$ cat src/rtl/dram_coord_pkg.sv
package dram_coord_pkg;

  typedef enum logic {
    MAP_OPEN   = 1'b0,
    MAP_CLOSED = 1'b1
  } map_mode_e;

  // strobes from control to datapath
  typedef struct packed {
    logic      capture;
    map_mode_e scheme;
  } map_strobe_t;

  // decoded coordinates, fixed output widths
  typedef struct packed {
    logic [7:0]  rank;
    logic [15:0] bank;
    logic [15:0] row;
  } dram_coord_t;

endpackage

$ cat src/rtl/map_ctrl.sv
module map_ctrl
  import dram_coord_pkg::*;
(
  input  logic        clk,
  input  logic        rst,
  input  logic        inValid,
  input  logic        inMode,
  input  logic        outReady,
  output logic        inReady,
  output logic        outValid,
  output map_strobe_t strobe
);

  logic holdReg;
  logic accept;

  assign inReady = !holdReg || outReady;
  assign accept  = inValid && inReady;

  assign strobe.capture = accept;
  assign strobe.scheme  = map_mode_e'(inMode);

  always_ff @(posedge clk) begin
    if (rst) begin
      holdReg <= 1'b0;
    end else if (accept) begin
      holdReg <= 1'b1;
    end else if (outReady) begin
      holdReg <= 1'b0;
    end
  end

  assign outValid = holdReg;

  // an accepted request leaves a valid result behind it
  p_accept_valid_r8: assert property (@(posedge clk) disable iff (rst)
    (inValid && inReady) |=> outValid);

endmodule

$ cat src/rtl/map_datapath.sv
module map_datapath
  import dram_coord_pkg::*;
#(
  parameter int ADDR_W        = 40,
  parameter int LINE_BYTES    = 64,
  parameter int LINES_PER_ROW = 128,
  parameter int BANKS         = 8,
  parameter int RANKS         = 2,
  parameter int ROWS          = 32768
) (
  input  logic              clk,
  input  logic              rst,
  input  logic [ADDR_W-1:0] inAddr,
  input  map_strobe_t       strobe,
  output dram_coord_t       coord
);

  localparam int LINE_SH = $clog2(LINE_BYTES);
  localparam int COL_W   = $clog2(LINES_PER_ROW);
  localparam int BANK_W  = $clog2(BANKS);
  localparam int RANK_W  = $clog2(RANKS);

  localparam logic [ADDR_W-1:0] BANK_MASK = ADDR_W'(BANKS - 1);
  localparam logic [ADDR_W-1:0] RANK_MASK = ADDR_W'(RANKS - 1);
  localparam logic [ADDR_W-1:0] ROW_MASK  = ADDR_W'(ROWS - 1);

  dram_coord_t cand [2];
  dram_coord_t nextCoord;

  // index 0: column, bank, rank, row; index 1: bank, rank, column, row
  for (genvar s = 0; s < 2; s++) begin : g_scheme
    localparam int BANK_SH = (s == 0) ? LINE_SH + COL_W : LINE_SH;
    localparam int RANK_SH = BANK_SH + BANK_W;
    localparam int ROW_SH  = (s == 0) ? RANK_SH + RANK_W
                                      : RANK_SH + RANK_W + COL_W;
    assign cand[s] = {8'((inAddr >> RANK_SH) & RANK_MASK),
                      16'((inAddr >> BANK_SH) & BANK_MASK),
                      16'((inAddr >> ROW_SH) & ROW_MASK)};
  end

  assign nextCoord = (strobe.scheme == MAP_CLOSED) ? cand[1] : cand[0];

  always_ff @(posedge clk) begin
    if (rst) begin
      coord <= '0;
    end else if (strobe.capture) begin
      coord <= nextCoord;
    end
  end

  // registered fields never leave their geometry range
  p_bank_range_r3: assert property (@(posedge clk) disable iff (rst)
    32'(coord.bank) < BANKS);
  p_rank_range_r4: assert property (@(posedge clk) disable iff (rst)
    32'(coord.rank) < RANKS);

endmodule

$ cat src/rtl/dram_coord_mapper.sv
module dram_coord_mapper
  import dram_coord_pkg::*;
#(
  parameter int ADDR_W        = 40,
  parameter int LINE_BYTES    = 64,
  parameter int LINES_PER_ROW = 128,
  parameter int BANKS         = 8,
  parameter int RANKS         = 2,
  parameter int ROWS          = 32768
) (
  input  logic              clk,
  input  logic              rst,
  input  logic              inValid,
  output logic              inReady,
  input  logic [ADDR_W-1:0] inAddr,
  input  logic              inMode,
  output logic              outValid,
  input  logic              outReady,
  output logic [7:0]        outRank,
  output logic [15:0]       outBank,
  output logic [15:0]       outRow
);

  map_strobe_t strobe;
  dram_coord_t coord;

  map_ctrl u_ctrl (
    .clk      (clk),
    .rst      (rst),
    .inValid  (inValid),
    .inMode   (inMode),
    .outReady (outReady),
    .inReady  (inReady),
    .outValid (outValid),
    .strobe   (strobe)
  );

  map_datapath #(
    .ADDR_W        (ADDR_W),
    .LINE_BYTES    (LINE_BYTES),
    .LINES_PER_ROW (LINES_PER_ROW),
    .BANKS         (BANKS),
    .RANKS         (RANKS),
    .ROWS          (ROWS)
  ) u_dp (
    .clk    (clk),
    .rst    (rst),
    .inAddr (inAddr),
    .strobe (strobe),
    .coord  (coord)
  );

  assign outRank = coord.rank;
  assign outBank = coord.bank;
  assign outRow  = coord.row;

  // geometry must be powers of two that fit the output widths
  initial begin : elab_checks
    a_line_pow2: assert (LINE_BYTES > 0 && (LINE_BYTES & (LINE_BYTES - 1)) == 0)
      else $error("LINE_BYTES must be a power of two");
    a_col_pow2: assert (LINES_PER_ROW > 0 && (LINES_PER_ROW & (LINES_PER_ROW - 1)) == 0)
      else $error("LINES_PER_ROW must be a power of two");
    a_bank_pow2: assert (BANKS > 0 && BANKS <= 65536 && (BANKS & (BANKS - 1)) == 0)
      else $error("BANKS must be a power of two up to 65536");
    a_rank_pow2: assert (RANKS > 0 && RANKS <= 256 && (RANKS & (RANKS - 1)) == 0)
      else $error("RANKS must be a power of two up to 256");
    a_row_pow2: assert (ROWS > 0 && ROWS <= 65536 && (ROWS & (ROWS - 1)) == 0)
      else $error("ROWS must be a power of two up to 65536");
  end

  // reset empties the output stage
  p_reset_clear_r1: assert property (@(posedge clk)
    rst |=> (!outValid && outRank == 8'd0 && outBank == 16'd0 && outRow == 16'd0));

  // a stalled result is held unchanged
  p_hold_stable_r9: assert property (@(posedge clk) disable iff (rst)
    (outValid && !outReady) |=> (outValid && $stable(outRank) && $stable(outBank)
                                 && $stable(outRow)));

  // a consumed result with no new request drains
  p_drain_r8: assert property (@(posedge clk) disable iff (rst)
    (outValid && outReady && !inValid) |=> !outValid);

endmodule

$ cat config.mk
export PLATFORM = sky130hd
export DESIGN_NAME = dram_coord_mapper
export DESIGN_NICKNAME = d
export VERILOG_FILES = /design/src/rtl/dram_coord_pkg.sv /design/src/rtl/map_ctrl.sv /design/src/rtl/map_datapath.sv /design/src/rtl/dram_coord_mapper.sv
export SDC_FILE = /design/constraint.sdc
export NUM_CORES = 1
export LEC_CHECK = 0
export ABC_AREA = 1
export BUFFER_PORTS_ARGS = -buffer_cell sky130_fd_sc_hd__buf_4
export CORE_MARGIN = 2
export CORE_UTILIZATION = 44
export CTS_BUF_LIST = sky130_fd_sc_hd__clkbuf_4 sky130_fd_sc_hd__clkbuf_8
export DETAILED_ROUTE_END_ITERATION = 10
export GPL_TIMING_DRIVEN = 0
export PLACE_DENSITY = 0.9
export SKIP_LAST_GASP = 1
export SLEW_MARGIN = 0
export SYNTH_ARGS = -nofsm -noshare
export SYNTH_HDL_FRONTEND = slang
export SYNTH_SLANG_ARGS = --single-unit
$ cat constraint.sdc
create_clock -name clk -period 2.5 [get_ports clk]
set_clock_uncertainty 0.2 [all_clocks]
set_input_delay 0.375 -clock clk [delete_from_list [all_inputs] [get_ports clk]]
set_output_delay 0.375 -clock clk [all_outputs]
set_load 0.01 [all_outputs]
==> PnR_summary.wiki, run 1 <==
{| class="wikitable"
! Metric !! Value
|-
| Sort of element at the end of the critical path || primary output
|-
| Part of the Yosys area used for sequential elements || a little over a third
|-
| EDFF count, synth || 0
|-
| Number of buffers between clock root and the deepest sink || 2
|-
| Outcome || finished clean
|-
| Cell leakage power || ~0.96 nW
|-
| Cell Pwr Density || around 450 nW/um2
|-
| 1st-pass router iterations || 4
|-
| Crit path time final || 1.72 ns
|-
| Residual antenna-violating net count after detailed routing || 0
|-
| Area contributors post-synth || sky130_fd_sc_hd__dfxtp_1, sky130_fd_sc_hd__buf_4, sky130_fd_sc_hd__nor2_2
|-
| Final Cycle Share || a little under 70%
|-
| Hold Buf Count CTS || 0
|-
| Post-detailed-route wirelength per cell || a little over 8 um
|-
| Initial DRC count || 12
|-
| Number of rows in the core area || 18
|-
| Antenna violations before repair || 0
|-
| Post-cts repair resize count || 0
|-
| Latest clock arrival within the worst-skew pair || 0.29 ns
|-
| Startpoint of the most critical register-to-register path || u_ctrl.outValid$_SDFFE_PP0P_
|-
| Total area of multi-input combinational cells || roughly 500 um2
|-
| Floorplan die width || 55.1 um
|-
| Cell Chain, Critical Path || nand2_4, buf_4, buf_4
|-
| Sort of element at the start of the critical path || flop
|-
| RD Place Congestion || ~0.7
|-
| Critical path type || flop to primary output
|-
| Global routing usage on met1 || between 10% and 20%
|-
| Wire length of the first global-routing pass || roughly 3400 um
|-
| Library cells used by synthesis || 18
|-
| Crit-path max cell delay || about 0.40 ns
|-
| Yosys top cell area share || a little over a third
|-
| Die height || 55.1 um
|-
| CTS H-tree lvls || 1
|-
| Worst voltage drop across the vdd grid || between 0.0002 and 0.0003 V
|-
| I/O pin cnt || slightly below 90
|-
| Overall die area || between 3000 and 4000 um2
|-
| Summed negative setup slack over all endpoints || 0 ns
|-
| Post-DP HPWL || 1710 um
|-
| Critical Path RT || about 1.9 ns
|-
| Met2 usage || between 20 and 30%
|-
| Top FF cell, synth || sky130_fd_sc_hd__dfxtp_1
|-
| Number of filler instances in the final layout || around 230
|-
| Fraction of final layout cells sized beyond drive strength 1 || 43.0%
|-
| TritonCTS Sinks || 20
|-
| Cell Int Power || approximately 520 uW
|-
| Initial core utilization || 46.4%
|-
| Worst min path class || input pin to flop
|-
| Placeable core area || ~2500 um2
|-
| Placed instance area || ~1600 um2
|-
| Switching share of power || between 20 and 30%
|-
| Relative contribution of combinational cells to total power || between 30 and 40%
|-
| Worst Min Path Start || rst
|-
| GRT overflow || 0
|-
| Final count of negative-setup-slack endpoints || 0
|-
| Root Buffer Master || sky130_fd_sc_hd__clkbuf_4
|-
| Via density per instance || roughly 4.0
|-
| Register share of total power || between 40% and 50%
|-
| Async set or reset register ratio after synthesis || 0%
|-
| Number of instances in the synthesized netlist || 160
|-
| Most common cell in the netlist || sky130_fd_sc_hd__nand2_1
|-
| Number of input and output port buffers inserted || 47
|-
| Launching instance or port of the critical path || u_ctrl.outValid$_SDFFE_PP0P_
|-
| Total of flip-flops plus latches after synthesis || 20
|-
| Routed via count || about 1000
|-
| Max-cap violation count || 0
|-
| Clock group share of total power || ~20%
|-
| Critical-path maximum fanout || 10
|-
| Total clock buffers created by CTS || 3
|-
| Max-slew violation total from the final report || 0
|-
| Largest area contributor in the netlist || sky130_fd_sc_hd__dfxtp_1
|-
| Yosys warning count || 0
|-
| Via count of the first global-routing pass || 882
|-
| Unrepaired setup endpoints after global routing || false
|-
| Switch Pwr || around 210 uW
|-
| Pin count of the biggest net entering global routing || 11
|-
| Net count of the finished layout || between 200 and 300
|-
| Growth of design area from synthesis to finish || 42.5%
|-
| Post-route cell area || roughly 1600 um2
|-
| DRC violation count after routing || 0
|-
| Global routing met3 resource utilization || between 2 and 2.5%
|-
| Buffers inserted by post-CTS timing repair || 0
|-
| Clock transition time at the flip-flop clock pins of the worst setup and hold paths || about 0.10 ns
|-
| Arrival time at the worst endpoint || approximately 1.2 ns
|-
| Number of failing hold endpoints at the final stage || 0
|-
| Antenna diodes || 0
|-
| Dominant cell type by count on the critical path || sky130_fd_sc_hd__buf_4
|-
| Combined flip-flop and latch cell area || roughly 400 um2
|-
| Routed WL || between 2000 and 2500 um
|-
| Most instantiated cells after synthesis || sky130_fd_sc_hd__nand2_1, sky130_fd_sc_hd__inv_1, sky130_fd_sc_hd__buf_4, sky130_fd_sc_hd__dfxtp_1, sky130_fd_sc_hd__nor2_2
|-
| GRT Max-Usage Layer || met2
|-
| Total global-route track usage || between 10% and 20%
|-
| Clock tree from TritonCTS || built
|-
| Worst-path cell with the longest stage delay || sky130_fd_sc_hd__dfxtp_1
|-
| Avg Synthesized Cell Area || between 7 and 8 um2
|-
| Highest clock rate || just under 600 MHz
|-
| Post-Synthesis Cell Area || about 1100 um2
|}
critical path: cells and delay by family, from the launching register on:
family,cells,cell delay (ns)
flops,1,0.40
simple gates,1,0.12
buf+inv,2,0.34
kinds of logic (layout without fill, tap and decap cells):
logic type | count (synthesis) | after routing | share of synthesized area, %
buffers and inverters | 52 | 102 | 27.3
and+or+nand+nor | 82 | 82 | 35.3
other | 1 | 21 | 0.326
AOI/OAI and AO/OA | 5 | 5 | 2.18
DFF | 20 | 20 | 34.9
flip-flops by register name, summed over array words and instances (netlist names):
name,cells
u_ctrl.outValid,1
u_dp.coord,19
per-stage QoR:
stage,setup slack (ns),utilization [%],hold slack [ns],std cells,power [mW]
6_report,0.780,66.1,0.0364,260,0.731
5_1_grt,0.714,66.1,0.00743,260,0.786
4_1_cts,0.767,66.1,0.0257,260,0.739
3_5_place_dp,0.916,65.2,0.262,257,0.594
3_3_place_gp,0.912,65.2,0.254,257,0.590
2_1_floorplan,1.21,-,0.244,180,0.508
final cells by class:
class                      count  area share, %
inverter                      26           6.42
clock buffer                   3           1.38
multi-input combinational    108           31.1
timing repair buffer          47           21.6
sequential                    20           24.5
buffer                        26           12.8
tap                           30           2.29
path summary, 6_finish.rpt:
check,end,cells past startpoint,slack (ns)
max,inReady,3,0.78
min,u_ctrl.outValid$_SDFFE_PP0P_,2,0.04
max reg2reg,u_dp.coord[8]$_SDFFE_PP0P_,6,1.24
min reg2reg,u_dp.coord[11]$_SDFFE_PP0P_,2,0.28
power groups by stage:
stage               combinational, mW  clock [mW]  sequential, mW
finish                          0.226       0.146           0.360
global placement                0.224           0           0.366
detailed placement              0.227           0           0.367
floorplan                       0.129           0           0.379
global route                    0.253       0.170           0.363
CTS                             0.227       0.152           0.360
metal layers:
layer  vias up  wire length [um]
li1        568                 -
met5         -                 0
met2        40              1030
met1       423               888
met3         2               192
met4         0                27
placed cells by master, fill, tap and decap left out, drive strengths merged:
master	instances
a21oi	1
buf	73
clkbuf	3
clkinv	1
conb	21
dfxtp	20
inv	25
nand2	29
nand3	15
nor2	38
o21ai	4
Power figures use the tool's default switching activity.
==> run 2: changes to the inputs <==
--- a/config.mk
+++ b/config.mk
@@ -8,11 +8,11 @@
 export ABC_AREA = 1
 export BUFFER_PORTS_ARGS = -buffer_cell sky130_fd_sc_hd__buf_4
 export CORE_MARGIN = 2
-export CORE_UTILIZATION = 44
+export CORE_UTILIZATION = 37
 export CTS_BUF_LIST = sky130_fd_sc_hd__clkbuf_4 sky130_fd_sc_hd__clkbuf_8
 export DETAILED_ROUTE_END_ITERATION = 10
 export GPL_TIMING_DRIVEN = 0
-export PLACE_DENSITY = 0.9
+export PLACE_DENSITY = 0.81
 export SKIP_LAST_GASP = 1
 export SLEW_MARGIN = 0
 export SYNTH_ARGS = -nofsm -noshare
==> constraint.sdc (replaced) <==
create_clock -name clk -period 1.4 [get_ports clk]
set_clock_uncertainty 0.2 [all_clocks]
set_input_delay 0.21 -clock clk [delete_from_list [all_inputs] [get_ports clk]]
set_output_delay 0.21 -clock clk [all_outputs]
set_load 0.01 [all_outputs]
==> run 2 against run 1 <==
  * Worst hold slack gained 0.0013 ns
  * Routed wire length grew 8.0%
  * Register-to-register slack lost 1.1 ns
  * Non-clock buffer count grew 3
  * Sequential share of layout area shrank 0.57 points
  * Sequential cell count is the same
  * Core utilization shrank 9.7 points
  * Die area grew 17%
  * Highest routed layer unchanged
  * Global-route usage shrank 1.9 points
  * Combinational power grew 82%
  * Critical path depth shrank 1
  * Largest power group unchanged
  * Total power grew 90%
==> PnR_summary.wiki, run 2 (synthesis results as in run 1) <==
{| class="wikitable"
! Metric !! Value
|-
| CTS H-tree lvls || 1 (unchanged)
|-
| DRC violation count after routing || 0 (unchanged)
|-
| Critical Path RT || 0.99 ns (-0.93 ns)
|-
| Cell Pwr Density || 823 nW/um2 (+84%)
|-
| Cell Chain, Critical Path || nand2_8, buf_4
|-
| Setup WS pre-CTS || 0.121 ns (-0.794 ns)
|-
| Hold endpoint || u_dp.coord[17]$_SDFFE_PP0P_
|-
| Combined flip-flop and latch cell area || 404 um2 (+0.94%)
|-
| Root Buffer Master || sky130_fd_sc_hd__clkbuf_4
|-
| Initial core utilization || 38.3% (-8.1 points)
|-
| Worst R2R Setup Slack || 0.19 ns (-1.05 ns)
|-
| Routed via count || 1076 (+4.2%)
|-
| Number of input and output port buffers inserted || 47 (unchanged)
|-
| R2r worst-path depth || 6 (unchanged)
|-
| Pin count of the biggest net entering global routing || 19 (+8)
|-
| Most frequent cells in the layout || sky130_fd_sc_hd__buf_4, sky130_fd_sc_hd__nand2_1, sky130_fd_sc_hd__inv_1
|-
| Crit-path max cell delay || 0.39 ns (about the same)
|-
| Post-detailed-route wirelength per cell || 8.64 um (+5.2%)
|-
| Arrival time at the worst endpoint || 0.92 ns (-0.23 ns)
|-
| Wire length of the first global-routing pass || 3640 um (+6.7%)
|-
| Number of filler instances in the final layout || 297 (+32%)
|-
| Antenna diodes || 0 (unchanged)
|-
| Residual antenna-violating net count after detailed routing || 0 (unchanged)
|-
| Cell leakage power || 0.971 nW (+1.7%)
|-
| Clock transition time at the flip-flop clock pins of the worst setup and hold paths || 0.12 ns (+0.02 ns)
|-
| Highest clock rate || approximately 750 MHz
|-
| Final Total Pwr || 1.39 mW (+90%)
|-
| Latest clock arrival within the worst-skew pair || 0.29 ns (about the same)
|-
| Floorplan die width || 59.7 um (+8.4%)
|-
| Sort of element at the end of the critical path || primary output
|-
| Critical path type || flop to primary output
|-
| Total clock buffers created by CTS || 3 (unchanged)
|-
| Fin worst setup slack || 0.0660 ns (-0.714 ns)
|-
| Worst min path class || input pin to flop
|-
| GRT overflow || 0 (unchanged)
|-
| Worst-path cell with the longest stage delay || sky130_fd_sc_hd__dfxtp_4
|-
| Max-slew violation total from the final report || 0 (unchanged)
|-
| RD Place Congestion || 0.718 (+3.7%)
|-
| Summed negative setup slack over all endpoints || 0 ns (unchanged)
|-
| Depth of the worst hold-timing path || 5 (+3)
|-
| Critical-path maximum fanout || 9 (-1)
|-
| Growth of design area from synthesis to finish || 47.3%
|-
| Worst Min Path Start || inAddr[7]
|-
| Die height || 59.7 um (+8.4%)
|-
| Overall die area || 3570 um2 (+17%)
|-
| Routed WL || 2310 um (+8.0%)
|-
| Final count of negative-setup-slack endpoints || 0 (unchanged)
|-
| Max reg flops || 19 (unchanged)
|-
| Total area of multi-input combinational cells || 518 um2 (+1.7%)
|-
| Sort of element at the start of the critical path || flop
|-
| 1st-pass router iterations || 4 (unchanged)
|-
| Fraction of final layout cells sized beyond drive strength 1 || 44.0% (+0.97 points)
|-
| Total global-route track usage || 13.5% (-1.9 points)
|-
| I/O pin cnt || 87 (unchanged)
|-
| Clock tree from TritonCTS || built
|-
| Startpoint of the most critical register-to-register path || u_ctrl.outValid$_SDFFE_PP0P_
|-
| Most frequent standard cell in the layout excluding fill and tap cells || sky130_fd_sc_hd__buf_4
|-
| Post-DP HPWL || 1810 um (+5.6%)
|-
| Number of buffers between clock root and the deepest sink || 2 (unchanged)
|-
| Via density per instance || 4.03 (+1.4%)
|-
| Critical path buffers and inverters || 1 (-1)
|-
| Placeable core area || 3000 um2 (+21%)
|-
| Unrepaired setup endpoints after global routing || false
|-
| Initial DRC count || 16 (+4)
|-
| Final Cycle Share || between 90% and 100%
|-
| Net count of the finished layout || 280 (+1.1%)
|-
| Cell family with most CP delay || flip-flops
|-
| Most flop-heavy register || u_dp.coord
|-
| TritonCTS Sinks || 20 (unchanged)
|-
| Number of failing hold endpoints at the final stage || 0 (unchanged)
|-
| Outcome || finished clean
|-
| Worst voltage drop across the vdd grid || 0.000326 V (+17%)
|-
| Capture point of the worst reg-to-reg path || u_dp.coord[4]$_SDFFE_PP0P_
|-
| Max-cap violation count || 0 (unchanged)
|-
| Number of rows in the core area || 20 (+2)
|-
| Antenna violations before repair || 0 (unchanged)
|-
| Crit path time final || between 1 and 1.5 ns
|-
| Via count of the first global-routing pass || 884 (+0.23%)
|}
[run 2: report_power, final]
| group | internal [mW] | leakage (nW) | switching [mW] |
|---|---|---|---|
| clock | 0.158 | 0.0210 | 0.178 |
| sequential | 0.614 | 0.167 | 0.0300 |
| combinational | 0.219 | 0.783 | 0.192 |
| total | 0.992 | 0.971 | 0.400 |
[run 2: final cells by class]
class / count / share of cell area (%)
buffer: 25 / 11.9
clock buffer: 4 / 2.14
inverter: 26 / 6.21
multi-input combinational: 108 / 30.6
sequential: 20 / 23.9
tap: 33 / 2.44
timing repair buffer: 51 / 22.8
[run 2: repair_timing]
| item | 4_1_cts | 5_1_grt |
|---|---|---|
| resized for setup | 3 | 0 |
| setup endpoints to repair | 1 | 1 |
| endpoints found under the hold margin | 1 | 0 |
| buffers inserted | 0 | 3 |
| pin swaps | 1 | 0 |
| hold buffers | 1 | 0 |
[run 2: how the worst max path moves through the flow]
stage	from	endpoint	slack, ns	depth (start not counted)
floorplan	u_ctrl.outValid$_SDFFE_PP0P_	u_dp.coord[1]$_SDFFE_PP0P_	0.18	6
global placement	outReady	u_dp.coord[1]$_SDFFE_PP0P_	0.12	8
detailed placement	outReady	u_dp.coord[4]$_SDFFE_PP0P_	0.12	8
CTS	u_ctrl.outValid$_SDFFE_PP0P_	inReady	0.006	2
global route	u_ctrl.outValid$_SDFFE_PP0P_	inReady	0.02	2
finish	u_ctrl.outValid$_SDFFE_PP0P_	inReady	0.07	2
[run 2: per-layer routing]
metal | global-route usage [%] | vias to the layer above | share of wire, % | routed length (um)
met5 | 0 | - | 0 | 0
met4 | 5.71 | 0 | 1.2 | 27
met3 | 2.38 | 2 | 8.1 | 187
met2 | 23.4 | 46 | 48 | 1120
met1 | 16.1 | 445 | 42 | 974
li1 | - | 583 | - | -
[run 2: through the flow]
step | utilization (%) | hold slack (ns) | std cells | instance area (um2)
after floorplan | - | 0.0791 | 180 | 1220
after global placement | 53.9 | 0.178 | 260 | 1620
after detailed placement | 53.9 | 0.183 | 260 | 1620
after CTS | 55.6 | 0.0325 | 264 | 1670
after global routing | 56.3 | 0.0493 | 267 | 1690
final | 56.3 | 0.0377 | 267 | 1690
[run 2: worst register-to-register path: stages, from the launching register on]
cell,delay [ns]
sky130_fd_sc_hd__dfxtp_4,0.39
sky130_fd_sc_hd__nand2_8,0.08
sky130_fd_sc_hd__nand2_8,0.11
sky130_fd_sc_hd__inv_8,0.05
sky130_fd_sc_hd__buf_12,0.14
sky130_fd_sc_hd__nor2_2,0.10
sky130_fd_sc_hd__nor2_2,0.04
